==> src/rtl/dcs_pkg.sv <==
package dcs_pkg;
    localparam int unsigned POS_EN  = 0;
    localparam int unsigned POS_ACT = 1;
    localparam int unsigned POS_EOT = 4;
    localparam int unsigned POS_EOB = 5;
    localparam int unsigned POS_DL  = 6;
    localparam int unsigned CNT_LSB = 16;

    localparam int unsigned N_STICKY = 3;
    localparam int unsigned SK_EOT   = 0;
    localparam int unsigned SK_EOB   = 1;
    localparam int unsigned SK_DL    = 2;

    typedef struct packed {
        logic pend;
        logic en;
        logic hold;
        logic act;
    } flag_state_t;
endpackage

==> src/rtl/dcs_counter.sv <==
module dcs_counter #(
    parameter int unsigned CNT_W = 16
) (
    input  logic             clk,
    input  logic             rst_n,
    input  logic             load,
    input  logic [CNT_W-1:0] load_val,
    input  logic             acc,
    output logic [CNT_W-1:0] cnt,
    output logic             zero_hit
);
    localparam logic [CNT_W-1:0] ONE  = {{(CNT_W-1){1'b0}}, 1'b1};
    localparam logic [CNT_W-1:0] NONE = '0;

    logic [CNT_W-1:0] cnt_d, cnt_q;
    logic             hit_d;

    always_comb begin
        cnt_d = cnt_q;
        hit_d = 1'b0;
        if (load) begin
            cnt_d = load_val;
        end else if (acc && (cnt_q != NONE)) begin
            cnt_d = cnt_q - ONE;
            hit_d = (cnt_q == ONE);
        end
    end

    always_ff @(posedge clk or negedge rst_n) begin
        if (!rst_n) cnt_q <= '0;
        else        cnt_q <= cnt_d;
    end

    assign cnt      = cnt_q;
    assign zero_hit = hit_d;
endmodule

==> src/rtl/dcs_sticky.sv <==
module dcs_sticky (
    input  logic clk,
    input  logic rst_n,
    input  logic set_ev,
    input  logic rd_clr,
    output logic flag
);
    logic flag_d, flag_q;

    always_comb begin
        flag_d = flag_q;
        if (rd_clr) flag_d = 1'b0;
        if (set_ev) flag_d = 1'b1;
    end

    always_ff @(posedge clk or negedge rst_n) begin
        if (!rst_n) flag_q <= 1'b0;
        else        flag_q <= flag_d;
    end

    assign flag = flag_q;
endmodule

==> src/rtl/dcs_flags.sv <==
module dcs_flags
    import dcs_pkg::*;
(
    input  logic clk,
    input  logic rst_n,
    input  logic enable_req,
    input  logic desc_load,
    input  logic buf_end,
    input  logic xfer_end,
    input  logic arb_sel,
    output logic enabled,
    output logic active,
    output logic en_pend
);
    flag_state_t st_d, st_q;

    always_comb begin
        st_d      = st_q;
        st_d.pend = enable_req | desc_load;
        if (st_q.pend)
            st_d.en = 1'b1;
        else if (buf_end | xfer_end)
            st_d.en = 1'b0;

        if (buf_end && arb_sel && !xfer_end)
            st_d.hold = 1'b1;
        else if (desc_load || xfer_end)
            st_d.hold = 1'b0;

        st_d.act = arb_sel | st_q.hold;
    end

    always_ff @(posedge clk or negedge rst_n) begin
        if (!rst_n) st_q <= '0;
        else        st_q <= st_d;
    end

    assign enabled = st_q.en;
    assign active  = st_q.act;
    assign en_pend = st_q.pend;
endmodule

==> src/rtl/dma_chan_status.sv <==
module dma_chan_status
    import dcs_pkg::*;
#(
    parameter int unsigned CNT_W = 16
) (
    input  logic             clk,
    input  logic             rst_n,
    input  logic             enable_req,
    input  logic             desc_load,
    input  logic [CNT_W-1:0] desc_count,
    input  logic             access_stb,
    input  logic             usb_xfer_end,
    input  logic             close_en,
    input  logic             zlp_auto,
    input  logic             arb_sel,
    input  logic             rd_stb,
    output logic [CNT_LSB+CNT_W-1:0] status_word
);
    localparam int unsigned WORD_W = CNT_LSB + CNT_W;

    logic [CNT_W-1:0]    cnt;
    logic                zero_hit;
    logic                enabled;
    logic                active;
    logic                en_pend;
    logic [N_STICKY-1:0] set_vec;
    logic [N_STICKY-1:0] sticky;

    dcs_counter #(.CNT_W(CNT_W)) u_cnt (
        .clk      (clk),
        .rst_n    (rst_n),
        .load     (desc_load),
        .load_val (desc_count),
        .acc      (access_stb),
        .cnt      (cnt),
        .zero_hit (zero_hit)
    );

    dcs_flags u_flags (
        .clk        (clk),
        .rst_n      (rst_n),
        .enable_req (enable_req),
        .desc_load  (desc_load),
        .buf_end    (zero_hit),
        .xfer_end   (usb_xfer_end),
        .arb_sel    (arb_sel),
        .enabled    (enabled),
        .active     (active),
        .en_pend    (en_pend)
    );

    always_comb begin
        set_vec         = '0;
        set_vec[SK_EOT] = (usb_xfer_end && close_en && enabled) || zlp_auto;
        set_vec[SK_EOB] = zero_hit;
        set_vec[SK_DL]  = desc_load;
    end

    for (genvar gi = 0; gi < N_STICKY; gi++) begin : g_sticky
        dcs_sticky u_sk (
            .clk    (clk),
            .rst_n  (rst_n),
            .set_ev (set_vec[gi]),
            .rd_clr (rd_stb),
            .flag   (sticky[gi])
        );
    end

    always_comb begin
        status_word                       = '0;
        status_word[WORD_W-1:CNT_LSB]     = cnt;
        status_word[POS_DL]               = sticky[SK_DL];
        status_word[POS_EOB]              = sticky[SK_EOB];
        status_word[POS_EOT]              = sticky[SK_EOT];
        status_word[POS_ACT]              = active;
        status_word[POS_EN]               = enabled;
    end
endmodule

==> config.mk <==
export PLATFORM = sky130hd
export DESIGN_NAME = dma_chan_status
export DESIGN_NICKNAME = d
export VERILOG_FILES = /design/src/rtl/dcs_pkg.sv /design/src/rtl/dcs_counter.sv /design/src/rtl/dcs_sticky.sv /design/src/rtl/dcs_flags.sv /design/src/rtl/dma_chan_status.sv
export SDC_FILE = /design/constraint.sdc
export NUM_CORES = 1
export LEC_CHECK = 0
export ABC_CLOCK_PERIOD_IN_PS = 2530
export BUFFER_PORTS_ARGS = -buffer_cell sky130_fd_sc_hd__buf_2
export CORE_MARGIN = 4
export CORE_UTILIZATION = 45
export DETAILED_ROUTE_END_ITERATION = 8
export GPL_ROUTABILITY_DRIVEN = 0
export PLACE_DENSITY = 0.81
export SYNTH_ARGS = -nofsm -noshare
export SYNTH_HDL_FRONTEND = slang
export SYNTH_HIERARCHICAL = 1
export SYNTH_SLANG_ARGS = --single-unit
==> constraint.sdc <==
create_clock -name clk -period 2.53 [get_ports clk]
set_input_delay 0.253 -clock clk [delete_from_list [all_inputs] [get_ports clk]]
set_output_delay 0.253 -clock clk [all_outputs]
set_load 0.01 [all_outputs]
# [Yosys cells after proc, flatten, opt, wreduce, memory -nomap -nowiden]
# Index checks and enable logic that the tools add are counted.
[totals] out_inout_bits=32 inputBits=26 wordCells=40 ff_bits=23
[op_classes] n_addsub=1 muxes=12 n_reduce_logical=15 bitwise=3 eq_ne=1
[op_table] op="two-way mux 16 bit" n=2
[op_table] op="equality test 16 x 1 -> 1 bit, second input constant" n=1
[op_table] op="nonzero test 16 bit" n=1
[op_table] op="subtractor 16 x 1 -> 16 bit, second input constant" n=1
[op_table] op="nonzero test 2 bit" n=6
[op_table] op="two-way mux 1 bit" n=10
[op_table] op="logical AND 1 bit" n=5
[op_table] op="bitwise OR 1 bit" n=3
[op_table] op="logical OR 1 bit" n=2
[op_table] op="zero test 1 bit" n=1

# [Longest topological paths before layout]
[depth] ltp_word=7 mapped_depth=7 depth_no_buf=7

# [By module]
# Netlist, hierarchy kept.
[by_module_without_submodules] module="dcs_counter" n_inst=1 seq_area_each_um2=400.4 area_each_um2=1112.3 cells_per_inst=133
[by_module_without_submodules] module="dcs_flags" n_inst=1 seq_area_each_um2=100.1 area_each_um2=150.1 cells_per_inst=11
[by_module_without_submodules] module="dma_chan_status" n_inst=1 seq_area_each_um2=0.0 area_each_um2=110.1 cells_per_inst=15
[by_module_without_submodules] module="dcs_sticky" n_inst=3 seq_area_each_um2=25.0 area_each_um2=36.3 cells_per_inst=3

# [Least setup slack after synthesis]
# OpenSTA, ideal clock, no wires.
[synth_timing] path_type="flip-flop to flip-flop" start="register u_cnt.cnt_q[0], in the netlist u_cnt/cnt[0]" end="register u_cnt.cnt_q[7], in the netlist u_cnt/cnt[7]" slack_ns=0.641 arrival_time_ns=1.769 n_path_buf=0 setup_ns=0.120 required_ns=2.410 period_less_slack_ns=1.889 stages_incl_launch_ff=7 path_cell_list="dfrtp_1 inv_1 ha_1 nor3b_1 nand2_1 or2_2 a31o_2"
[synth_via] elab_chain_len=3 elab_cells_between_ends=6 classes_between="add/sub (1); mux (2); reduce/logical (3)"
[synth_lines] element="start: declaration" line_no="dcs_counter.sv:15" rtl="logic [CNT_W-1:0] cnt_d, cnt_q;"
[synth_lines] element="start signal: assignment" line_no="dcs_counter.sv:31" rtl="else cnt_q <= cnt_d;"
[synth_lines] element="subtractor 16 x 1 -> 16 bit / nonzero test 16 bit (equally long branches)" line_no="dcs_counter.sv:24, dcs_counter.sv:23"
[synth_lines] element="two-way mux 16 bit / logical AND 1 bit (equally long branches)" line_no="dcs_counter.sv:23" rtl="end else if (acc && (cnt_q != NONE)) begin"
[synth_lines] element="two-way mux 16 bit / nonzero test 2 bit (equally long branches)"
# Parallel ways exist; a longest one is shown, timed or not. The select of a mux whose other input is x is not followed.
# A chain may end at the register's enable or synchronous reset.

# [Worst setup path in the final report]
[layout_timing] start="register u_cnt.cnt_q[7], in the netlist u_cnt/cnt[7]" end="register u_cnt.cnt_q[7], in the netlist u_cnt/cnt[7]"
# Same word-level chain as after synthesis.

==> flow_metrics.py <==
metrics = {
    "status": {
        "outcome": "complete, no violations",
    },
    "timing": {
        "fin_skew_ns": 0.005008,
        "drv_slew": 0,
        "hold_viol_final": 0,
        "hold_slack_ns": 0.1043,
        "slew_headroom_pct": 66.59,
        "min_period_ns": 2.138,
        "fin_crit_sh_pct": 84.50,
        "worst_slew_pin_slew_ns": 0.4973,
        "finalSetupViolCount": 0,
        "rsz0062_at_grt": "false",
        "tns_ns": 0,
        "fmax_mhz": 467.7,
    },
    "detailed_routing": {
        "viasPerCell": 5.455,
        "wl_per_cell_um": 13.51,
        "dr.first_iter.drc_count": 58,
        "wirelength_mm": 3.473,
        "first_pass_iters": 4,
        "vias": 1402,
        "drc": 0,
        "antenna_left": 0,
    },
    "logic_synthesis": {
        "synth_cells": 168,
        "yosysUniqueCellTypes": 46,
        "synth-seq-cells": 23,
        "syn_avg_cell_area_sq_um": 8.818,
        "async_flop_share_pct": 100.0,
        "yosysSeqAreaShare_pct": 38.85,
        "synth_edf_count": 0,
        "synthFlopType": "dfrtp_1",
        "syn-cell-area_sq_mm": 0.001481,
        "synth-warning-count": 6,
    },
    "layout": {
        "num-fill-cells": 307,
        "area_growth_pct": 17.14,
        "final_layout_size_suffix_gt1_share_pct": 28.17,
        "layout_commonest_cell": "buf_2",
        "fin_nets": 242,
        "num_antenna_cells": 0,
        "final_cell_mix": "buf_2 (46), dfrtp_1 (23), nand2_1 (18), nor2_1 (13), conb_1 (11)",
    },
    "min_path": {
        "min_to": "u_flags/st_q[1]",
        "min_from": "usb_xfer_end",
        "hp-class": "input pin to register",
        "holdPathStages": 2,
    },
    "die": {
        "die_w_um": 65.38,
        "start_util_pct": 47.74,
        "die-area_sq_mm": 0.004274,
        "core_sq_mm": 0.003103,
        "std_cell_rows": 20,
        "io_pins": 58,
        "die_y_um": 65.38,
    },
    "setup_path": {
        "r2r_cells": 4,
        "r2r-start": "u_cnt/cnt[7]",
        "crit_required_ns": 2.75,
        "max_stage_delay_ns": 0.48,
        "rr_endpoint": "u_cnt/cnt[7]",
        "crit_chain": "nor4_4 -> nand4_1 -> or2_2 -> a31o_2",
        "critPathSlowestCell": "dfrtp_1",
        "path_class": "register to register",
        "cp_max_fo": 13,
        "worstSetupStartpointType": "register",
        "crit_arrival_ns": 2.36,
        "reg2reg_slack_ns": 0.39,
        "critPathCaptureType": "register",
    },
    "run": {
        "drv_cap": 0,
    },
    "power": {
        "leakage_nw": 0.8195,
        "irDropWorstVdd_uv": 326.4,
        "power_per_cell_area_mw_per_mm2": 472.6,
    },
    "clocking": {
        "cts_num_sinks": 23,
        "clk_latency_ns": 0.32,
        "cts_resized": 0,
        "clk_path_buf_depth": 2,
        "cts-root-buf": "clkbuf_4",
        "htree_levels": 1,
        "hold_buffers": 1,
        "cts_buffers": 3,
        "path_clk_slew_ns": 0.12,
        "post_cts_buffers": 0,
        "cts_tree": "built",
    },
    "global_routing": {
        "overflow": 0,
        "grt_pass1_wl_mm": 5.471,
        "grt_pass1_vias": 1227,
        "track_usage_pct": 16.36,
        "grt_antenna_before_repair": 0,
        "grt_max_degree": 36,
    },
    "place": {
        "place.port_buffers": 46,
        "dp_hpwl_mm": 2.609,
    },
}
[logic make-up (layout without fill, tap and decap cells)]
kind of cell / after synthesis / after routing / synth area share (%)
buffers and inverters: 30 / 65 / 11.66
AOI/OAI and AO/OA: 39 / 39 / 19.85
and+or+nand+nor: 71 / 71 / 26.35
DFF: 23 / 23 / 38.85
other: 1 / 11 / 0.2531
muxes: 2 / 2 / 1.351
adders and majority gates: 2 / 2 / 1.689
[critical path: cells and delay by family (launching register included)]
kind	cells	cell delay (ns)
flip-flops	1	0.48
AO/OA/AOI/OAI	1	0.20
AND/OR/NAND/NOR	3	1.36
[power by group]
part           switching [W]  internal [W]  total (W)
Clock               0.000111     0.0000617   0.000172
Sequential         0.0000476      0.000398   0.000446
Combinational       0.000111     0.0000906   0.000202
[worst max-delay path by stage]
stage	startpoint	endpoint	slack, ns	cells past startpoint
6_report	u_cnt/cnt[7]	u_cnt/cnt[7]	0.39	4
5_1_grt	u_cnt/cnt[7]	u_flags/enabled	0.23	5
4_1_cts	u_cnt/cnt[7]	u_cnt/cnt[0]	0.43	4
3_5_place_dp	u_cnt/cnt[7]	u_flags/enabled	0.46	5
3_3_place_gp	u_cnt/cnt[7]	u_flags/enabled	0.47	5
2_1_floorplan	u_cnt/cnt[0]	u_cnt/cnt[7]	0.64	6
[flip-flops by register name, indices dropped and copies added, names as in the netlist]
signal and cells:
u_cnt/cnt 16, g_sticky.u_sk/flag 3, u_flags/active 1, u_flags/en_pend 1, u_flags/enabled 1, u_flags/st_q 1
[cell usage after synthesis (all sizes together) (3+ instances only)]
| cell | instances | area (sq um) |
|---|---|---|
| a21o | 4 | 30.03 |
| a2bb2oi | 3 | 26.28 |
| nor2 | 13 | 48.80 |
| nor4 | 3 | 33.78 |
| nand2 | 18 | 67.56 |
| nor3 | 6 | 30.03 |
| nand3 | 9 | 45.04 |
| clkbuf | 4 | 15.01 |
| or2 | 4 | 25.03 |
| nand4 | 6 | 37.54 |
| or4 | 3 | 22.52 |
| o21ai | 6 | 30.02 |
| a31o | 4 | 35.04 |
| a21oi | 6 | 33.78 |
| dfrtp | 23 | 575.6 |
| o311ai | 3 | 26.28 |
| o2111ai | 3 | 26.28 |
| buf | 16 | 120.1 |
| inv | 10 | 37.54 |
[area by class of cell]
class / instances / area, sq um / area share (%)
Multi-Input combinational cell: 125 / 770.7 / 44.41
Sequential cell: 23 / 575.6 / 33.17
Timing Repair Buffer: 51 / 270.3 / 15.57
Tap cell: 44 / 55.05 / 3.172
Inverter: 10 / 37.54 / 2.163
Clock buffer: 4 / 26.28 / 1.514
[routing by layer]
metal  routed length [um]  global-route usage (%)  vias to the layer above
met3                  245                   3.932                        8
met4                   29                   3.368                        0
met2                 1656                   27.94                       57
li1                     -                       -                      682
met1                 1542                   20.99                      655
met5                    0                       0                        -
[through the flow]
stage	instance area [sq um]	setup WS [ns]	instances	utilization (%)	power, W
floorplan	1519	0.6414	178	-	0.0005797
global placement	1699	0.4679	252	54.76	0.0006489
detailed placement	1699	0.4563	252	54.76	0.0006544
CTS	1735	0.4322	257	55.93	0.0008282
global route	1735	0.2303	257	55.93	0.0008691
finish	1735	0.3921	257	55.93	0.0008201
No activity file was read; power rests on OpenSTA's default activity.
